==> src/rtl/host_isp_pkg.sv <==
package host_isp_pkg;

  localparam int STEP_W = 6;

  typedef enum logic [1:0] {
    SEG_INIT = 2'd0,
    SEG_PAIR = 2'd1,
    SEG_POLL = 2'd2
  } seg_e;

  localparam logic [3:0] CMD_EXEC = 4'b0000;
  localparam logic [3:0] CMD_READ = 4'b0001;

  localparam logic [23:0] OP_NOP       = 24'h000000;
  localparam logic [23:0] OP_JUMP      = 24'h040200;
  localparam logic [23:0] OP_PAGE_LIT  = 24'h200FAC;
  localparam logic [23:0] OP_PAGE_SET  = 24'h8802AC;
  localparam logic [23:0] OP_CLR_RD    = 24'hEB0300;
  localparam logic [23:0] OP_CLR_WR    = 24'hEB0380;
  localparam logic [23:0] OP_LATCH_LO0 = 24'hBB0BB6;
  localparam logic [23:0] OP_LATCH_HI0 = 24'hBBDBB6;
  localparam logic [23:0] OP_LATCH_HI1 = 24'hBBEBB6;
  localparam logic [23:0] OP_LATCH_LO1 = 24'hBB0B96;
  localparam logic [23:0] OP_ADR_LO    = 24'h884693;
  localparam logic [23:0] OP_ADR_HI    = 24'h8846A4;
  localparam logic [23:0] OP_CTL_LIT   = 24'h24001A;
  localparam logic [23:0] OP_CTL_SET   = 24'h88468A;
  localparam logic [23:0] OP_KEY1_LIT  = 24'h200551;
  localparam logic [23:0] OP_KEY_SET   = 24'h8846B1;
  localparam logic [23:0] OP_KEY2_LIT  = 24'h200AA1;
  localparam logic [23:0] OP_FIRE      = 24'hA8F1A1;
  localparam logic [23:0] OP_CTL_GET   = 24'h804680;
  localparam logic [23:0] OP_VIS_SET   = 24'h887E60;

  localparam logic [STEP_W-1:0] INIT_LAST = STEP_W'(8);
  localparam logic [STEP_W-1:0] PAIR_LAST = STEP_W'(37);
  localparam logic [STEP_W-1:0] POLL_LAST = STEP_W'(12);
  localparam logic [STEP_W-1:0] POLL_READ = STEP_W'(5);

  function automatic logic [23:0] mov_imm(input logic [15:0] lit, input logic [3:0] rd);
    return {4'h2, lit, rd};
  endfunction

endpackage

==> src/rtl/host_isp_frame_rom.sv <==
module host_isp_frame_rom
  import host_isp_pkg::*;
(
  input  seg_e                seg,
  input  logic [STEP_W-1:0]   step,
  input  logic [2:0][15:0]    words,
  input  logic [23:0]         addr,
  output logic                is_read,
  output logic [23:0]         insn
);

  logic [23:0] init_op;
  logic [23:0] pair_op;
  logic [23:0] poll_op;

  always_comb begin
    case (step)
      STEP_W'(3): init_op = OP_JUMP;
      STEP_W'(7): init_op = OP_PAGE_LIT;
      STEP_W'(8): init_op = OP_PAGE_SET;
      default:    init_op = OP_NOP;
    endcase
  end

  always_comb begin
    case (step)
      STEP_W'(0):  pair_op = mov_imm(words[0], 4'd0);
      STEP_W'(1):  pair_op = mov_imm(words[1], 4'd1);
      STEP_W'(2):  pair_op = mov_imm(words[2], 4'd2);
      STEP_W'(3):  pair_op = OP_CLR_RD;
      STEP_W'(5):  pair_op = OP_CLR_WR;
      STEP_W'(7):  pair_op = OP_LATCH_LO0;
      STEP_W'(10): pair_op = OP_LATCH_HI0;
      STEP_W'(13): pair_op = OP_LATCH_HI1;
      STEP_W'(16): pair_op = OP_LATCH_LO1;
      STEP_W'(19): pair_op = mov_imm(addr[15:0], 4'd3);
      STEP_W'(20): pair_op = mov_imm({8'h00, addr[23:16]}, 4'd4);
      STEP_W'(21): pair_op = OP_ADR_LO;
      STEP_W'(22): pair_op = OP_ADR_HI;
      STEP_W'(23): pair_op = OP_CTL_LIT;
      STEP_W'(25): pair_op = OP_CTL_SET;
      STEP_W'(28): pair_op = OP_KEY1_LIT;
      STEP_W'(29): pair_op = OP_KEY_SET;
      STEP_W'(30): pair_op = OP_KEY2_LIT;
      STEP_W'(31): pair_op = OP_KEY_SET;
      STEP_W'(32): pair_op = OP_FIRE;
      default:     pair_op = OP_NOP;
    endcase
  end

  always_comb begin
    case (step)
      STEP_W'(1): poll_op = OP_CTL_GET;
      STEP_W'(3): poll_op = OP_VIS_SET;
      STEP_W'(9): poll_op = OP_JUMP;
      default:    poll_op = OP_NOP;
    endcase
  end

  always_comb begin
    is_read = 1'b0;
    case (seg)
      SEG_INIT: insn = init_op;
      SEG_PAIR: insn = pair_op;
      SEG_POLL: begin
        insn    = poll_op;
        is_read = (step == POLL_READ);
      end
      default:  insn = OP_NOP;
    endcase
  end

endmodule

==> src/rtl/host_isp_bit_shifter.sv <==
module host_isp_bit_shifter
  import host_isp_pkg::*;
#(
  parameter int CLK_DIV = 2
) (
  input  logic        clk,
  input  logic        rst_n,
  input  logic        go,
  input  logic        is_read,
  input  logic [23:0] insn,
  input  logic        ser_din,
  output logic        ser_clk,
  output logic        ser_dout,
  output logic        ser_oe,
  output logic        idle,
  output logic        frame_done,
  output logic        rx_last
);

  localparam int DIV_W     = (CLK_DIV > 1) ? $clog2(CLK_DIV) : 1;
  localparam int CMD_BITS  = 4;
  localparam int EXEC_BITS = CMD_BITS + 24;
  localparam int READ_BITS = CMD_BITS + 16;
  localparam int BIT_W     = $clog2(EXEC_BITS);
  localparam int SR_W      = EXEC_BITS;

  localparam logic [DIV_W-1:0] DIV_END   = DIV_W'(CLK_DIV - 1);
  localparam logic [BIT_W-1:0] EXEC_END  = BIT_W'(EXEC_BITS - 1);
  localparam logic [BIT_W-1:0] READ_END  = BIT_W'(READ_BITS - 1);
  localparam logic [BIT_W-1:0] CMD_BITSW = BIT_W'(CMD_BITS);

  typedef enum logic [1:0] {SH_IDLE, SH_LOW, SH_HIGH} sh_e;

  sh_e              st_q, st_n;
  logic [DIV_W-1:0] div_q, div_n;
  logic [BIT_W-1:0] bit_q, bit_n;
  logic [SR_W-1:0]  sr_q, sr_n;
  logic             rd_q, rd_n;
  logic             rx_q, rx_n;
  logic             in_rx;
  logic [BIT_W-1:0] bit_end;

  assign in_rx   = rd_q && (bit_q >= CMD_BITSW);
  assign bit_end = rd_q ? READ_END : EXEC_END;

  always_comb begin
    st_n       = st_q;
    div_n      = div_q;
    bit_n      = bit_q;
    sr_n       = sr_q;
    rd_n       = rd_q;
    rx_n       = rx_q;
    frame_done = 1'b0;
    case (st_q)
      SH_IDLE: begin
        if (go) begin
          sr_n  = {insn, (is_read ? CMD_READ : CMD_EXEC)};
          rd_n  = is_read;
          bit_n = '0;
          div_n = '0;
          st_n  = SH_LOW;
        end
      end
      SH_LOW: begin
        if (div_q == DIV_END) begin
          div_n = '0;
          st_n  = SH_HIGH;
          if (in_rx) rx_n = ser_din;
        end else begin
          div_n = div_q + 1'b1;
        end
      end
      SH_HIGH: begin
        if (div_q == DIV_END) begin
          div_n = '0;
          sr_n  = {1'b0, sr_q[SR_W-1:1]};
          if (bit_q == bit_end) begin
            st_n       = SH_IDLE;
            frame_done = 1'b1;
          end else begin
            st_n  = SH_LOW;
            bit_n = bit_q + 1'b1;
          end
        end else begin
          div_n = div_q + 1'b1;
        end
      end
      default: st_n = SH_IDLE;
    endcase
  end

  always_ff @(posedge clk or negedge rst_n) begin
    if (!rst_n) begin
      st_q  <= SH_IDLE;
      div_q <= '0;
      bit_q <= '0;
      sr_q  <= '0;
      rd_q  <= 1'b0;
      rx_q  <= 1'b0;
    end else begin
      st_q  <= st_n;
      div_q <= div_n;
      bit_q <= bit_n;
      sr_q  <= sr_n;
      rd_q  <= rd_n;
      rx_q  <= rx_n;
    end
  end

  assign idle     = (st_q == SH_IDLE);
  assign ser_clk  = (st_q == SH_HIGH);
  assign ser_dout = !idle && !in_rx && sr_q[0];
  assign ser_oe   = idle || !in_rx;
  assign rx_last  = rx_q;

endmodule

==> src/rtl/host_isp_seq_ctrl.sv <==
module host_isp_seq_ctrl
  import host_isp_pkg::*;
#(
  parameter int MAX_POLLS = 64
) (
  input  logic                clk,
  input  logic                rst_n,
  input  logic                start,
  input  logic [23:0]         dest_addr,
  input  logic [15:0]         in_data,
  input  logic                in_valid,
  input  logic                in_last,
  output logic                in_pop,
  input  logic                sh_idle,
  input  logic                frame_done,
  input  logic                rx_last,
  output logic                go,
  output seg_e                seg,
  output logic [STEP_W-1:0]   step,
  output logic [2:0][15:0]    words,
  output logic [23:0]         addr,
  output logic                busy,
  output logic                done,
  output logic                error
);

  localparam int POLL_W = (MAX_POLLS > 1) ? $clog2(MAX_POLLS) : 1;
  localparam logic [POLL_W-1:0] POLL_END = POLL_W'(MAX_POLLS - 1);

  typedef enum logic [2:0] {C_IDLE, C_INIT, C_FETCH, C_PAIR, C_POLL} ctl_e;

  ctl_e              st_q, st_n;
  logic [STEP_W-1:0] step_q, step_n;
  logic              iss_q, iss_n;
  logic [2:0][15:0]  wd_q, wd_n;
  logic [1:0]        fetch_q, fetch_n;
  logic              last_q, last_n;
  logic [23:0]       addr_q, addr_n;
  logic [POLL_W-1:0] poll_q, poll_n;
  logic              pbusy_q, pbusy_n;
  logic              err_q, err_n;
  logic              done_q, done_n;
  logic              emitting;

  assign emitting = (st_q == C_INIT) || (st_q == C_PAIR) || (st_q == C_POLL);
  assign go       = emitting && sh_idle && !iss_q;
  assign in_pop   = (st_q == C_FETCH) && in_valid;

  always_comb begin
    case (st_q)
      C_INIT:  seg = SEG_INIT;
      C_POLL:  seg = SEG_POLL;
      default: seg = SEG_PAIR;
    endcase
  end

  always_comb begin
    st_n    = st_q;
    step_n  = step_q;
    iss_n   = iss_q;
    wd_n    = wd_q;
    fetch_n = fetch_q;
    last_n  = last_q;
    addr_n  = addr_q;
    poll_n  = poll_q;
    pbusy_n = pbusy_q;
    err_n   = err_q;
    done_n  = 1'b0;

    if (go)         iss_n = 1'b1;
    if (frame_done) iss_n = 1'b0;

    case (st_q)
      C_IDLE: begin
        if (start) begin
          st_n   = C_INIT;
          step_n = '0;
          iss_n  = 1'b0;
          addr_n = dest_addr;
          err_n  = 1'b0;
          last_n = 1'b0;
        end
      end
      C_INIT: begin
        if (frame_done) begin
          if (step_q == INIT_LAST) begin
            st_n    = C_FETCH;
            step_n  = '0;
            fetch_n = '0;
          end else begin
            step_n = step_q + 1'b1;
          end
        end
      end
      C_FETCH: begin
        if (in_valid) begin
          for (int k = 0; k < 3; k++) begin
            if (fetch_q == 2'(k)) wd_n[k] = in_data;
          end
          last_n = last_q || in_last;
          if (fetch_q == 2'd2) begin
            st_n    = C_PAIR;
            step_n  = '0;
            fetch_n = '0;
          end else begin
            fetch_n = fetch_q + 1'b1;
          end
        end
      end
      C_PAIR: begin
        if (frame_done) begin
          if (step_q == PAIR_LAST) begin
            st_n   = C_POLL;
            step_n = '0;
            poll_n = '0;
          end else begin
            step_n = step_q + 1'b1;
          end
        end
      end
      C_POLL: begin
        if (frame_done) begin
          if (step_q == POLL_READ) pbusy_n = rx_last;
          if (step_q == POLL_LAST) begin
            step_n = '0;
            if (pbusy_q) begin
              if (poll_q == POLL_END) begin
                err_n = 1'b1;
                st_n  = C_IDLE;
              end else begin
                poll_n = poll_q + 1'b1;
              end
            end else begin
              addr_n = addr_q + 24'd4;
              if (last_q) begin
                done_n = 1'b1;
                st_n   = C_IDLE;
              end else begin
                st_n    = C_FETCH;
                fetch_n = '0;
              end
            end
          end else begin
            step_n = step_q + 1'b1;
          end
        end
      end
      default: st_n = C_IDLE;
    endcase
  end

  always_ff @(posedge clk or negedge rst_n) begin
    if (!rst_n) begin
      st_q    <= C_IDLE;
      step_q  <= '0;
      iss_q   <= 1'b0;
      wd_q    <= '0;
      fetch_q <= '0;
      last_q  <= 1'b0;
      addr_q  <= '0;
      poll_q  <= '0;
      pbusy_q <= 1'b0;
      err_q   <= 1'b0;
      done_q  <= 1'b0;
    end else begin
      st_q    <= st_n;
      step_q  <= step_n;
      iss_q   <= iss_n;
      wd_q    <= wd_n;
      fetch_q <= fetch_n;
      last_q  <= last_n;
      addr_q  <= addr_n;
      poll_q  <= poll_n;
      pbusy_q <= pbusy_n;
      err_q   <= err_n;
      done_q  <= done_n;
    end
  end

  assign step  = step_q;
  assign words = wd_q;
  assign addr  = addr_q;
  assign busy  = (st_q != C_IDLE);
  assign done  = done_q;
  assign error = err_q;

endmodule

==> src/rtl/host_isp_seq.sv <==
module host_isp_seq
  import host_isp_pkg::*;
#(
  parameter int CLK_DIV     = 2,
  parameter int MAX_POLLS   = 64,
  parameter int SYNC_STAGES = 2
) (
  input  logic        clk,
  input  logic        rst_n,
  input  logic        start,
  input  logic [23:0] dest_addr,
  input  logic [15:0] in_data,
  input  logic        in_valid,
  input  logic        in_last,
  output logic        in_pop,
  output logic        ser_clk,
  output logic        ser_dout,
  output logic        ser_oe,
  input  logic        ser_din,
  output logic        busy,
  output logic        done,
  output logic        error
);

  logic [SYNC_STAGES-1:0] rst_pipe;
  logic                   rst_sync_n;

  always_ff @(posedge clk or negedge rst_n) begin
    if (!rst_n) rst_pipe <= '0;
    else        rst_pipe <= {rst_pipe[SYNC_STAGES-2:0], 1'b1};
  end
  assign rst_sync_n = rst_pipe[SYNC_STAGES-1];

  logic              sh_go;
  logic              sh_idle;
  logic              sh_done;
  logic              sh_rx;
  logic              fr_read;
  logic [23:0]       fr_insn;
  seg_e              cur_seg;
  logic [STEP_W-1:0] cur_step;
  logic [2:0][15:0]  cur_words;
  logic [23:0]       cur_addr;

  host_isp_seq_ctrl #(.MAX_POLLS(MAX_POLLS)) u_ctrl (
    .clk        (clk),
    .rst_n      (rst_sync_n),
    .start      (start),
    .dest_addr  (dest_addr),
    .in_data    (in_data),
    .in_valid   (in_valid),
    .in_last    (in_last),
    .in_pop     (in_pop),
    .sh_idle    (sh_idle),
    .frame_done (sh_done),
    .rx_last    (sh_rx),
    .go         (sh_go),
    .seg        (cur_seg),
    .step       (cur_step),
    .words      (cur_words),
    .addr       (cur_addr),
    .busy       (busy),
    .done       (done),
    .error      (error)
  );

  host_isp_frame_rom u_rom (
    .seg     (cur_seg),
    .step    (cur_step),
    .words   (cur_words),
    .addr    (cur_addr),
    .is_read (fr_read),
    .insn    (fr_insn)
  );

  host_isp_bit_shifter #(.CLK_DIV(CLK_DIV)) u_shift (
    .clk        (clk),
    .rst_n      (rst_sync_n),
    .go         (sh_go),
    .is_read    (fr_read),
    .insn       (fr_insn),
    .ser_din    (ser_din),
    .ser_clk    (ser_clk),
    .ser_dout   (ser_dout),
    .ser_oe     (ser_oe),
    .idle       (sh_idle),
    .frame_done (sh_done),
    .rx_last    (sh_rx)
  );

endmodule

==> config.mk <==
export PLATFORM = sky130hd
export DESIGN_NAME = host_isp_seq
export DESIGN_NICKNAME = d
export VERILOG_FILES = /design/src/rtl/host_isp_pkg.sv /design/src/rtl/host_isp_frame_rom.sv /design/src/rtl/host_isp_bit_shifter.sv /design/src/rtl/host_isp_seq_ctrl.sv /design/src/rtl/host_isp_seq.sv
export SDC_FILE = /design/constraint.sdc
export NUM_CORES = 1
export LEC_CHECK = 0
export BUFFER_PORTS_ARGS = -buffer_cell sky130_fd_sc_hd__buf_2
export CORE_MARGIN = 4
export CORE_UTILIZATION = 37
export CTS_CLUSTER_SIZE = 10
export DETAILED_ROUTE_END_ITERATION = 8
export GPL_ROUTABILITY_DRIVEN = 0
export PLACE_DENSITY = 0.53
export SLEW_MARGIN = 10
export SYNTH_ARGS = -nofsm -noshare
export SYNTH_HDL_FRONTEND = slang
export SYNTH_HIERARCHICAL = 1
export SYNTH_SLANG_ARGS = --single-unit
==> constraint.sdc <==
create_clock -name clk -period 5.3 [get_ports clk]
set_clock_uncertainty 0.05 [all_clocks]
set_input_delay 1.06 -clock clk [delete_from_list [all_inputs] [get_ports clk]]
set_output_delay 1.06 -clock clk [all_outputs]
set_load 0.005 [all_outputs]
==> impl_results.md, run 1 <==
- Clk sink count: around 130
- Fin nets: 939
- Top cells by area, synth: dfrtp_1 (41%), mux2_2 (6.4%), o21ai_0 (5.2%), mux2i_1 (3.2%), a21oi_1 (2.6%)
- Commonest non-fill, non-tap cell in the layout: dfrtp_1
- Vias in the first global route: 6686
- Grt total ovfl: 0
- Total Routed Length: 23400 um
- Initial antenna violation count: 0
- Slew HR: about a third
- Detailed placer's ending HPWL: 16500 um
- Initial Utilization: 37.7%
- Die Area: between 20000 and 25000 sq um
- Highest-count cells in the layout ignoring fill and taps: dfrtp_1 (133), o21ai_0 (86), nand2_1 (57)
- Core footprint: 21900 sq um
- Switching share of power: 40.0%
- Placement Rows: 54
- Top FF cell, synth: dfrtp_1
- Crit Path Class: flip-flop to flip-flop
- Internal power: approximately 0.003 W
- Htree depth: 4
- Area delta synth->final: 12.3%
- Post-cts hold buffer count: 0
- Worst IR Drop VDD: 0.202 mV
- Tmin final: 3.21 ns
- Asr flop ratio synth: 100%
- Setup TNS: 0 ns
- Number of post-CTS setup repair buffers: 0
- Post-synthesis instance area: 8260 sq um
- GRT Util Overall: about a fifth
- Clk root buf: clkbuf_16
- Net Switching: 0.00198 W
- Largest net degree at the start of global routing: 50
- Combinational Power Share: 39.0%
- Startpoint Class: flip-flop
- RSZ-0062 raised after global routing: no
- I/O Buffers: 52
- Die span in y: 157 um
- Static Leak: 3.77 nW
- Clock share of power: 25.3%
- CTS clk-pin slew, worst paths: 0.07 ns
- Vias per cell: 5.92
- Worst-path fanout max: 30
- Area leader, netlist: dfrtp_1
- Die W: 157 um
- Crit path cell chain: nor2_1 -> nand2_2 -> inv_2 -> o21ai_0 -> nor2_1 -> nand2b_2 -> nand2_2 -> o311ai_2
- Io pins: 53
- Critical path arrival: approximately 3.5 ns
- Register area share after synthesis: between 40% and 50%
- Avg Cell Area, Syn: a little under 10 sq um
- First-pass GRT wire length: approximately 38000 um
- CP Data Required Time: 5.57 ns
- Post-synth top area share: 40.6%
- DRC viols: 0
- N_diodes: 0
- Final setup vio count: 0
- Flop pwr share: 35.7%
- CP max-delay cell: dfrtp_1
- Slew @ Worst Pin: ~1.0 ns
- Share of cells above drive strength 1: 20.6%
- Syn Nets: 914
- CP endpoint kind: flip-flop
- Maxcap violations: 0
- Warning count from the yosys run: 6
- Power Total: 0.00495 W
- Total CTS buffers: 17
- Via count: 6939
- Type of the tightest min-delay check: flip-flop to flip-flop
- ANT nets after route: 0
- Flops & latches, synth: roughly 130
- PwrDens: between 500 and 600 nW/um^2
- Cells after Synth: around 860
- Run status: completed
- Number of synthesized flops with an enable pin: 0
- Slew Viols, Final: 0
- Cell variety after synth: slightly above 90
- Crit share post-route: 60.5%
- Clock Latency Late Sink: 0.43 ns
- Hold Fails Final Rpt: 0
- Maximum root-to-sink buffer count: 2
- Drt pass-1 iters: 5
- WL/cell: 20.0 um
- TritonCTS clock tree: done
- Max frequency: a little over 300 MHz
- CP peak stage delay: 0.56 ns
- Iter 0 DRT Violations: 640
- Cts repair resizes: 0
[power by group through the flow]
stage | clock network (W) | logic [W] | registers [W]
after floorplan | 0 | 0.00157 | 0.00162
final | 0.00125 | 0.00193 | 0.00177
after detailed placement | 0 | 0.00192 | 0.00178
after global placement | 0 | 0.00190 | 0.00178
after CTS | 0.00128 | 0.00192 | 0.00176
after global routing | 0.00132 | 0.00213 | 0.00183
[routing by layer]
metal / share of wire (%) / vias up / global-route usage, %
met3: 4.5 / 22 / 3.30
met2: 45 / 183 / 29.3
met4: 1.1 / 0 / 4.71
met1: 49 / 3456 / 29.5
li1: - / 3278 / -
met5: 0 / - / 0
[stage by stage]
stage          cells  instance area (sq um)  hold WS, ns  worst slack, ns  util (%)
5_1_grt         1173                   9270        0.322             1.75      42.3
3_3_place_gp    1142                   8660        0.283             2.16      39.5
2_1_floorplan    856                   8260        0.281             1.24         -
6_report        1173                   9270        0.297             2.09      42.3
3_5_place_dp    1142                   8660        0.286             2.12      39.5
4_1_cts         1173                   9270        0.302             2.11      42.3
[cells in the mapped netlist, types with 4 or more instances]
| master | instances |
|---|---|
| nand2b_1 | 8 |
| nand3_1 | 27 |
| o31ai_1 | 10 |
| o22ai_1 | 18 |
| nor4b_1 | 5 |
| mux2_1 | 9 |
| a31oi_1 | 10 |
| or3_1 | 5 |
| a21oi_1 | 43 |
| a22oi_1 | 8 |
| a222oi_1 | 4 |
| o21ai_0 | 86 |
| a2bb2oi_1 | 12 |
| clkbuf_1 | 15 |
| mux2i_1 | 26 |
| a2111oi_0 | 4 |
| nand2_1 | 57 |
| dfrtp_1 | 134 |
| inv_1 | 26 |
| nor2_1 | 33 |
| buf_2 | 33 |
| o211ai_1 | 4 |
| nand4_1 | 9 |
| mux2_2 | 47 |
| or2_2 | 6 |
| ha_1 | 12 |
| buf_6 | 5 |
| nor3_1 | 13 |
| nor2b_1 | 16 |
| a22o_1 | 17 |
| a221oi_1 | 4 |
| a21o_1 | 4 |
| o21ai_1 | 20 |
| nand3b_1 | 6 |
| nor4_1 | 9 |
| and3_1 | 8 |
| and2_1 | 11 |
[cell type report]
| type | instances | area (sq um) |
|---|---|---|
| Clock inverter | 13 | 183 |
| Timing Repair Buffer | 65 | 358 |
| Inverter | 27 | 101 |
| Sequential cell | 134 | 3360 |
| Tap cell | 280 | 350 |
| Clock buffer | 18 | 429 |
| Multi-Input combinational cell | 636 | 4490 |
| Fill cell | 2210 | 12600 |
[final timing paths]
path / startpoint / end / slack (ns) / cells after the start
max: u_ctrl/st_q[0] / u_shift/bit_q[4] / 2.09 / 8
max in group asynchronous: rst_pipe[1] / u_shift/sr_q[25] / 3.80 / 1
max reg2reg: u_ctrl/st_q[0] / u_shift/bit_q[4] / 2.09 / 8
min: rst_pipe[0] / rst_pipe[1] / 0.30 / 0
min in group asynchronous: rst_pipe[1] / u_ctrl/addr[10] / 0.33 / 0
min reg2reg: rst_pipe[0] / rst_pipe[1] / 0.30 / 0
[flip-flops by register name, summed over array words and instances (netlist names), 2 cells and up]
| signal | flops |
|---|---|
| u_ctrl/poll_q | 6 |
| u_ctrl/st_q | 3 |
| u_ctrl/fetch_q | 2 |
| u_ctrl/addr | 24 |
| rst_pipe | 2 |
| u_ctrl/words | 48 |
| u_shift/sr_q | 28 |
| u_shift/bit_q | 5 |
| u_shift/st_q | 2 |
| u_ctrl/step | 6 |
[cell families (layout without fill, tap and decap cells)]
| logic type | Yosys count | after routing | share of synthesized area [%] |
|---|---|---|---|
| AOI/OAI and AO/OA | 286 | 286 | 23.4 |
| and+or+nand+nor | 249 | 249 | 17.5 |
| DFF | 134 | 134 | 40.6 |
| buffers and inverters | 86 | 123 | 5.03 |
| muxes | 84 | 84 | 11.2 |
| adders and majority gates | 12 | 12 | 1.82 |
| xor gates and xnor gates | 4 | 4 | 0.424 |
| other | 1 | 1 | 0.0454 |
[worst max-delay path: cells and delay by family, from the launching register on]
| kind | cells | cell delay (ns) |
|---|---|---|
| AOI/OAI and AO/OA | 2 | 0.55 |
| buffers and inverters | 1 | 0.46 |
| DFF | 1 | 0.56 |
| and+or+nand+nor | 5 | 1.47 |
No activity file was read; power rests on OpenSTA's default activity.
==> run 2: changes to the inputs <==
clock period = 3.2 ns   (was 5.3 ns; I/O delays follow)
==> impl_results.md, run 2 (synthesis gave the netlist of run 1 again) <==
- Initial antenna violation count: 0 (unchanged)
- Vias in the first global route: 6849 (+2.4%)
- Run status: completed
- Largest net degree at the start of global routing: 53 (+6.0%)
- N_diodes: 0 (unchanged)
- Reg-to-reg critical path startpoint: u_ctrl/step[1]
- Slew @ Worst Pin: 1.01 ns (-0.00958 ns)
- Final hold slack: 0.299 ns (+0.00144 ns)
- Die W: 157 um (unchanged)
- WL/cell: 20.0 um (+0.17%)
- Startpoint Class: flip-flop
- Setup TNS: 0 ns (unchanged)
- CP max-delay cell: dfrtp_1
- CP endpoint kind: flip-flop
- RSZ-0062 raised after global routing: no
- Die Area: 24800 sq um (unchanged)
- Share of cells above drive strength 1: 22.1% (+1.5 points)
- Reg-to-reg slack, setup: 0.30 ns (-1.79 ns)
- Drt pass-1 iters: 5 (unchanged)
- Hold Path Sink: rst_pipe[1]
- Fin nets: 958 (+2.0%)
- HP Start: rst_pipe[0]
- FF/Latch Area: 3360 sq um (unchanged)
- PwrDens: 866 nW/um^2 (+62%)
- Vias per cell: 5.90 (-0.23%)
- CP Data Required Time: 3.44 ns (-2.13 ns)
- CP peak stage delay: 0.59 ns (+0.03 ns)
- Highest-count cells in the layout ignoring fill and taps: dfrtp_1 (133), o21ai_0 (86), nand2_1 (57)
- Total Routed Length: 23800 um (+1.9%)
- Worst Hold Path Cells: 0 (unchanged)
- GRT Util Overall: 19.5% (-0.11 points)
- First-pass GRT wire length: 38100 um (-0.61%)
- Area delta synth->final: 14.1%
- Crit Path Class: flip-flop to flip-flop
- Hold Fails Final Rpt: 0 (unchanged)
- Grt total ovfl: 0 (unchanged)
- ANT nets after route: 0 (unchanged)
- Crit path cell chain: nand2b_1 -> and2b_1 -> a221o_1 -> a2111oi_0 -> o22ai_1 -> mux2i_1 -> o21ai_0
- Slew HR: 32.0% (+0.64 points)
- Critical path arrival: 3.14 ns (-0.34 ns)
- Worst-path fanout max: 18 (-40%)
- Cts repair resizes: 0 (unchanged)
- Post-cts hold buffer count: 1 (+1)
- Clock Latency Late Sink: 0.44 ns (about the same)
- TritonCTS clock tree: done
- Worst IR Drop VDD: 0.369 mV (+82%)
- CTS clk-pin slew, worst paths: 0.06 ns (about the same)
- Core footprint: 21900 sq um (unchanged)
- Type of the tightest min-delay check: flip-flop to flip-flop
- Commonest non-fill, non-tap cell in the layout: dfrtp_1
- Detailed placer's ending HPWL: 16900 um (+2.6%)
- Placement Rows: 54 (unchanged)
- Maxcap violations: 0 (unchanged)
- Io pins: 53 (unchanged)
- Worst r2r dst: u_shift/sr_q[9]
- Worst Reg-to-Reg Cells: 7 (-1)
- Max FFs per register: 48 (unchanged)
- Die span in y: 157 um (unchanged)
- Multi-input logic area: 4490 sq um (unchanged)
- DRC viols: 0 (unchanged)
- Final setup vio count: 0 (unchanged)
- I/O Buffers: 52 (unchanged)
- Clk sink count: 134 (unchanged)
- Total CTS buffers: 17 (unchanged)
- Via count: 7041 (+1.5%)
- Crit share post-route: 90.6% (+30 points)
- Fill cells: 2175 (-1.6%)
- Maximum root-to-sink buffer count: 2 (unchanged)
- Slew Viols, Final: 0 (unchanged)
- Htree depth: 4 (unchanged)
- Initial Utilization: 37.7% (unchanged)
- Max frequency: 345 MHz (+11%)
- Power Total: 0.00815 W (+65%)
- Static Leak: 3.87 nW (+2.6%)
- Iter 0 DRT Violations: 528 (-18%)
- Number of post-CTS setup repair buffers: 0 (unchanged)
- Tmin final: 2.90 ns (-0.309 ns)
- Clk root buf: clkbuf_16
==> run 2: report_power, final <==
part	leakage, nW	switching, W	internal (W)
clock network	0.282	0.000793	0.00116
registers	1.72	0.000607	0.00230
logic	1.87	0.00189	0.00141
==> run 2: through the flow <==
step | instances | area [sq um] | util, % | setup slack [ns]
floorplan | 856 | 8260 | - | 0.654
finish | 1193 | 9420 | 43.0 | 0.302
global placement | 1160 | 8830 | 40.3 | 0.325
detailed placement | 1160 | 8830 | 40.3 | 0.316
CTS | 1193 | 9420 | 43.0 | 0.317
global route | 1193 | 9420 | 43.0 | 0.132
==> run 2: routing by layer <==
layer	part of all wire (%)	track usage, %	vias to the layer above
met5	0	0	-
met4	1.3	5.20	0
met3	4.7	3.77	27
met2	46	30.4	202
met1	48	27.8	3492
li1	-	-	3320
==> run 2: how the worst max path moves through the flow <==
stage,slack (ns),from,cells after the start,endpoint
after floorplan,0.65,u_ctrl/st_q[0],13,u_shift/sr_q[13]
after global placement,0.32,u_ctrl/step[3],9,u_shift/sr_q[13]
after detailed placement,0.32,u_ctrl/step[3],9,u_shift/sr_q[13]
after CTS,0.32,u_ctrl/step[3],9,u_shift/sr_q[13]
after global routing,0.13,u_ctrl/step[3],9,u_shift/sr_q[13]
final,0.30,u_ctrl/step[1],7,u_shift/sr_q[9]
==> run 2: critical path: cells and delay by family, from the launching register on <==
kind,cells,cell delay [ns]
compound gates,4,1.23
simple gates,2,0.73
flops,1,0.59
mux,1,0.14
==> run 2: layout make-up <==
cell class	count	share of cell area, %
repair buffers	84	5.74
inverters	27	1.08
well taps	280	3.72
flip-flops and latches	134	35.6
multi-input cells	636	47.7
clock buffers	19	4.60
clock inverters	13	1.57
==> run 3: changes to the inputs <==
ABC_AREA = 1   (was unset)
CAP_MARGIN = 20   (was unset)
CTS_CLUSTER_SIZE = 14   (was 10)
==> impl_results.md, run 3 <==
- Switching share of power: 25.0% (-15 points)
- Flop pwr share: 46.6% (+11 points)
- Type of the tightest min-delay check: flip-flop to asynchronous set/reset pin
- Post-synthesis adder-cell area fraction: 1.77% (-0.046 points)
- GRT Util Overall: 18.8% (-0.63 points)
- Largest net degree at the start of global routing: 54 (+1.9%)
- Number of synthesized flops with an enable pin: 0 (unchanged)
- Cts repair resizes: 0 (unchanged)
- Grt total ovfl: 0 (unchanged)
- Iter 0 DRT Violations: 675 (+28%)
- Hold Fails Final Rpt: 0 (unchanged)
- Asr flop ratio synth: 100% (unchanged)
- Largest family of logic cells by synthesized area: simple AND/OR/NAND/NOR gates
- Post-synthesis instance area: 8470 sq um (+2.6%)
- Top FF cell, synth: dfrtp_1
- Dpl cell area: 8900 sq um (+0.78%)
- Die W: 159 um (+1.2%)
- Initial Utilization: 37.5% (-0.19 points)
- Net Switching: 0.000916 W (-72%)
- Buffers plus inverters on the worst setup path: 3 (+3)
- Multi-input logic area: 4410 sq um (-1.8%)
- Vias per cell: 5.03 (-15%)
- Post-synth top area share: 39.6% (-1.0 points)
- Pre-CTS setup slack: 0.555 ns (+0.239 ns)
- Maximum root-to-sink buffer count: 2 (unchanged)
- DRC viols: 0 (unchanged)
- Commonest non-fill, non-tap cell in the layout: nand2_1
- RSZ-0062 raised after global routing: no
- Vias in the first global route: 7378 (+7.7%)
- Synth Area in XOR/XNOR: 0.724% (+0.30 points)
- Total CTS buffers: 17 (unchanged)
- Final core utilization: 41.9% (-1.1 points)
- Startpoint Class: flip-flop
- Critical path's top delay family: simple AND/OR/NAND/NOR gates
- WL/cell: 15.3 um (-23%)
- Total Routed Length: 23700 um (-0.77%)
- Maxcap violations: 0 (unchanged)
- Cell variety after synth: 41 (-56%)
- Worst r2r dst: u_shift/sr_q[14]
- N_diodes: 0 (unchanged)
- TritonCTS clock tree: done
- Clock share of power: 51.5% (+28 points)
- Die Area: 25400 sq um (+2.5%)
- Worst IR Drop VDD: 0.256 mV (-31%)
- Max frequency: 371 MHz (+7.5%)
- Critical path arrival: 2.98 ns (-0.16 ns)
- Top cells by area, synth: dfrtp_1 (40%), nand2_1 (18%), nand3_1 (6.3%), nor2_1 (5.7%), inv_1 (4.6%)
- Number of post-CTS setup repair buffers: 0 (unchanged)
- Crit share post-route: 84.2% (-6.3 points)
- Tmin final: 2.70 ns (-0.203 ns)
- FF/Latch Area: 3360 sq um (unchanged)
- Post-cts hold buffer count: 1 (unchanged)
- Detailed placer's ending HPWL: 17200 um (+1.6%)
- Initial antenna violation count: 0 (unchanged)
- Mux contribution to synthesized area: 2.72% (-8.5 points)
- Final instance area: 9470 sq um (+0.50%)
- First-pass GRT wire length: 39100 um (+2.4%)
- Fin nets: 1307 (+36%)
- Final setup vio count: 0 (unchanged)
- Area leader, netlist: dfrtp_1
- Die span in y: 159 um (+1.2%)
- CTS clk-pin slew, worst paths: 0.07 ns (about the same)
- Combinational Power Share: 1.8% (-39 points)
- Placement Rows: 55 (+1.9%)
- I/O Buffers: 52 (unchanged)
- Internal power: 0.00275 W (-43%)
- Reg-to-reg slack, setup: 0.50 ns (+0.20 ns)
- Area delta synth->final: 11.8%
- CP peak stage delay: 0.47 ns (-0.12 ns)
- WP depth: 12 (+5)
- PwrDens: 387 nW/um^2 (-55%)
- Warning count from the yosys run: 6 (unchanged)
- Via count: 7775 (+10%)
- Setup TNS: 0 ns (unchanged)
- Clk sink count: 134 (unchanged)
- Synth top cells by count: nand2_1 (413), dfrtp_1 (134), nor2_1 (128)
- Worst-path fanout max: 50 (+32)
- Drt pass-1 iters: 5 (unchanged)
- Area fraction in compound gates after synthesis: 8.80% (-15 points)
- Simple-gate share of the synthesized area: 37.9% (+20 points)
- Static Leak: 5.05 nW (+31%)
- Reg-to-reg critical path startpoint: u_ctrl/st_q[0]
- Cells after Synth: 1208 (+41%)
- Share of cells above drive strength 1: 12.5% (-9.6 points)
- CP endpoint kind: flip-flop
- Slew @ Worst Pin: 0.785 ns (-0.228 ns)
- Slew Viols, Final: 0 (unchanged)
- Highest-count cells in the layout ignoring fill and taps: nand2_1 (413), dfrtp_1 (133), nor2_1 (128)
- Most common cell in the synthesized netlist: nand2_1
- Clock Latency Late Sink: 0.43 ns (about the same)
- Final Worst Setup Slack: 0.505 ns (+0.203 ns)
- Avg Cell Area, Syn: 7.01 sq um (-27%)
- Slew HR: 47.4% (+15 points)
- Core footprint: 22600 sq um (+3.1%)
- ANT nets after route: 0 (unchanged)
- Crit path cell chain: nor2_4 -> nand2_4 -> inv_4 -> o21ai_0 -> nor2_1 -> inv_1 -> nand2_1 -> nand2_4 -> nor2_8 -> buf_4 -> nor2_1 -> a21oi_1
- Max FFs per register: 48 (unchanged)
- Crit Path Class: flip-flop to flip-flop
- Clk root buf: clkbuf_16
- Worst Reg-to-Reg Cells: 12 (+5)
- CP Data Required Time: 3.49 ns (+0.05 ns)
- Flops & latches, synth: 134 (unchanged)
- Htree depth: 4 (unchanged)
- CP max-delay cell: dfrtp_1
- Register area share after synthesis: 39.6% (-1.0 points)
- Fill cells: 2396 (+10%)
- Run status: completed
- Io pins: 53 (unchanged)
- Syn Nets: 1266 (+39%)
run 3: per-stage QoR:
stage / hold WS [ns] / total power, W / cells
finish: 0.300 / 0.00366 / 1547
global route: 0.311 / 0.00380 / 1547
CTS: 0.302 / 0.00373 / 1547
detailed placement: 0.286 / 0.00181 / 1514
global placement: 0.282 / 0.00181 / 1514
floorplan: 0.281 / 0.00176 / 1208
run 3: final cells by class:
class | instances | share of cell area, %
flip-flops and latches | 134 | 35.5
inverters | 115 | 4.61
multi-input cells | 919 | 46.6
well taps | 285 | 3.77
clock buffers | 17 | 4.49
repair buffers | 62 | 3.70
clock inverters | 15 | 1.41
run 3: logic make-up (layout without fill, tap and decap cells):
logic type               count (synthesis)  after routing
AO/OA/AOI/OAI                          141            141
XOR/XNOR                                 7              7
adder cells (fa/ha/maj)                 12             12
buffers and inverters                  155            209
flip-flops                             134            134
multiplexers                            23             23
other                                    1              1
AND/OR/NAND/NOR                        735            735
run 3: routing by layer:
metal  GRT usage [%]  part of all wire [%]  wire length (um)  vias to the layer above
li1                -                     -                 -                     3957
met1            27.1                    49             11500                     3619
met2            29.6                    45             10700                      171
met3            2.98                   4.1               979                       28
met4            5.29                   1.8               416                        0
met5               0                     0                 0                        -
run 3: how the worst max path moves through the flow:
stage                              start                to  slack (ns)
after floorplan              rst_pipe[1]    u_ctrl/addr[0]        0.92
after global placement    u_ctrl/st_q[1]  u_shift/sr_q[20]        0.64
after detailed placement  u_ctrl/st_q[1]  u_shift/sr_q[14]        0.56
after CTS                 u_ctrl/st_q[1]  u_shift/sr_q[14]        0.51
after global routing      u_ctrl/st_q[0]  u_shift/sr_q[14]        0.21
final                     u_ctrl/st_q[0]  u_shift/sr_q[14]        0.50
run 3: power groups by stage:
| stage | Clock, W | Sequential, W | Combinational [W] |
|---|---|---|---|
| finish | 0.00189 | 0.00171 | 0.0000675 |
| global route | 0.00201 | 0.00171 | 0.0000794 |
| CTS | 0.00195 | 0.00171 | 0.0000703 |
| detailed placement | 0 | 0.00174 | 0.0000692 |
| global placement | 0 | 0.00174 | 0.0000692 |
| floorplan | 0 | 0.00175 | 0.00000812 |
run 3: worst reg2reg max path, stage by stage (launching register included):
cell	delay, ns
dfrtp_1	0.47
nor2_4	0.24
nand2_4	0.22
inv_4	0.25
o21ai_0	0.13
nor2_1	0.19
inv_1	0.08
nand2_1	0.12
nand2_4	0.10
nor2_8	0.11
buf_4	0.41
nor2_1	0.09
a21oi_1	0.16
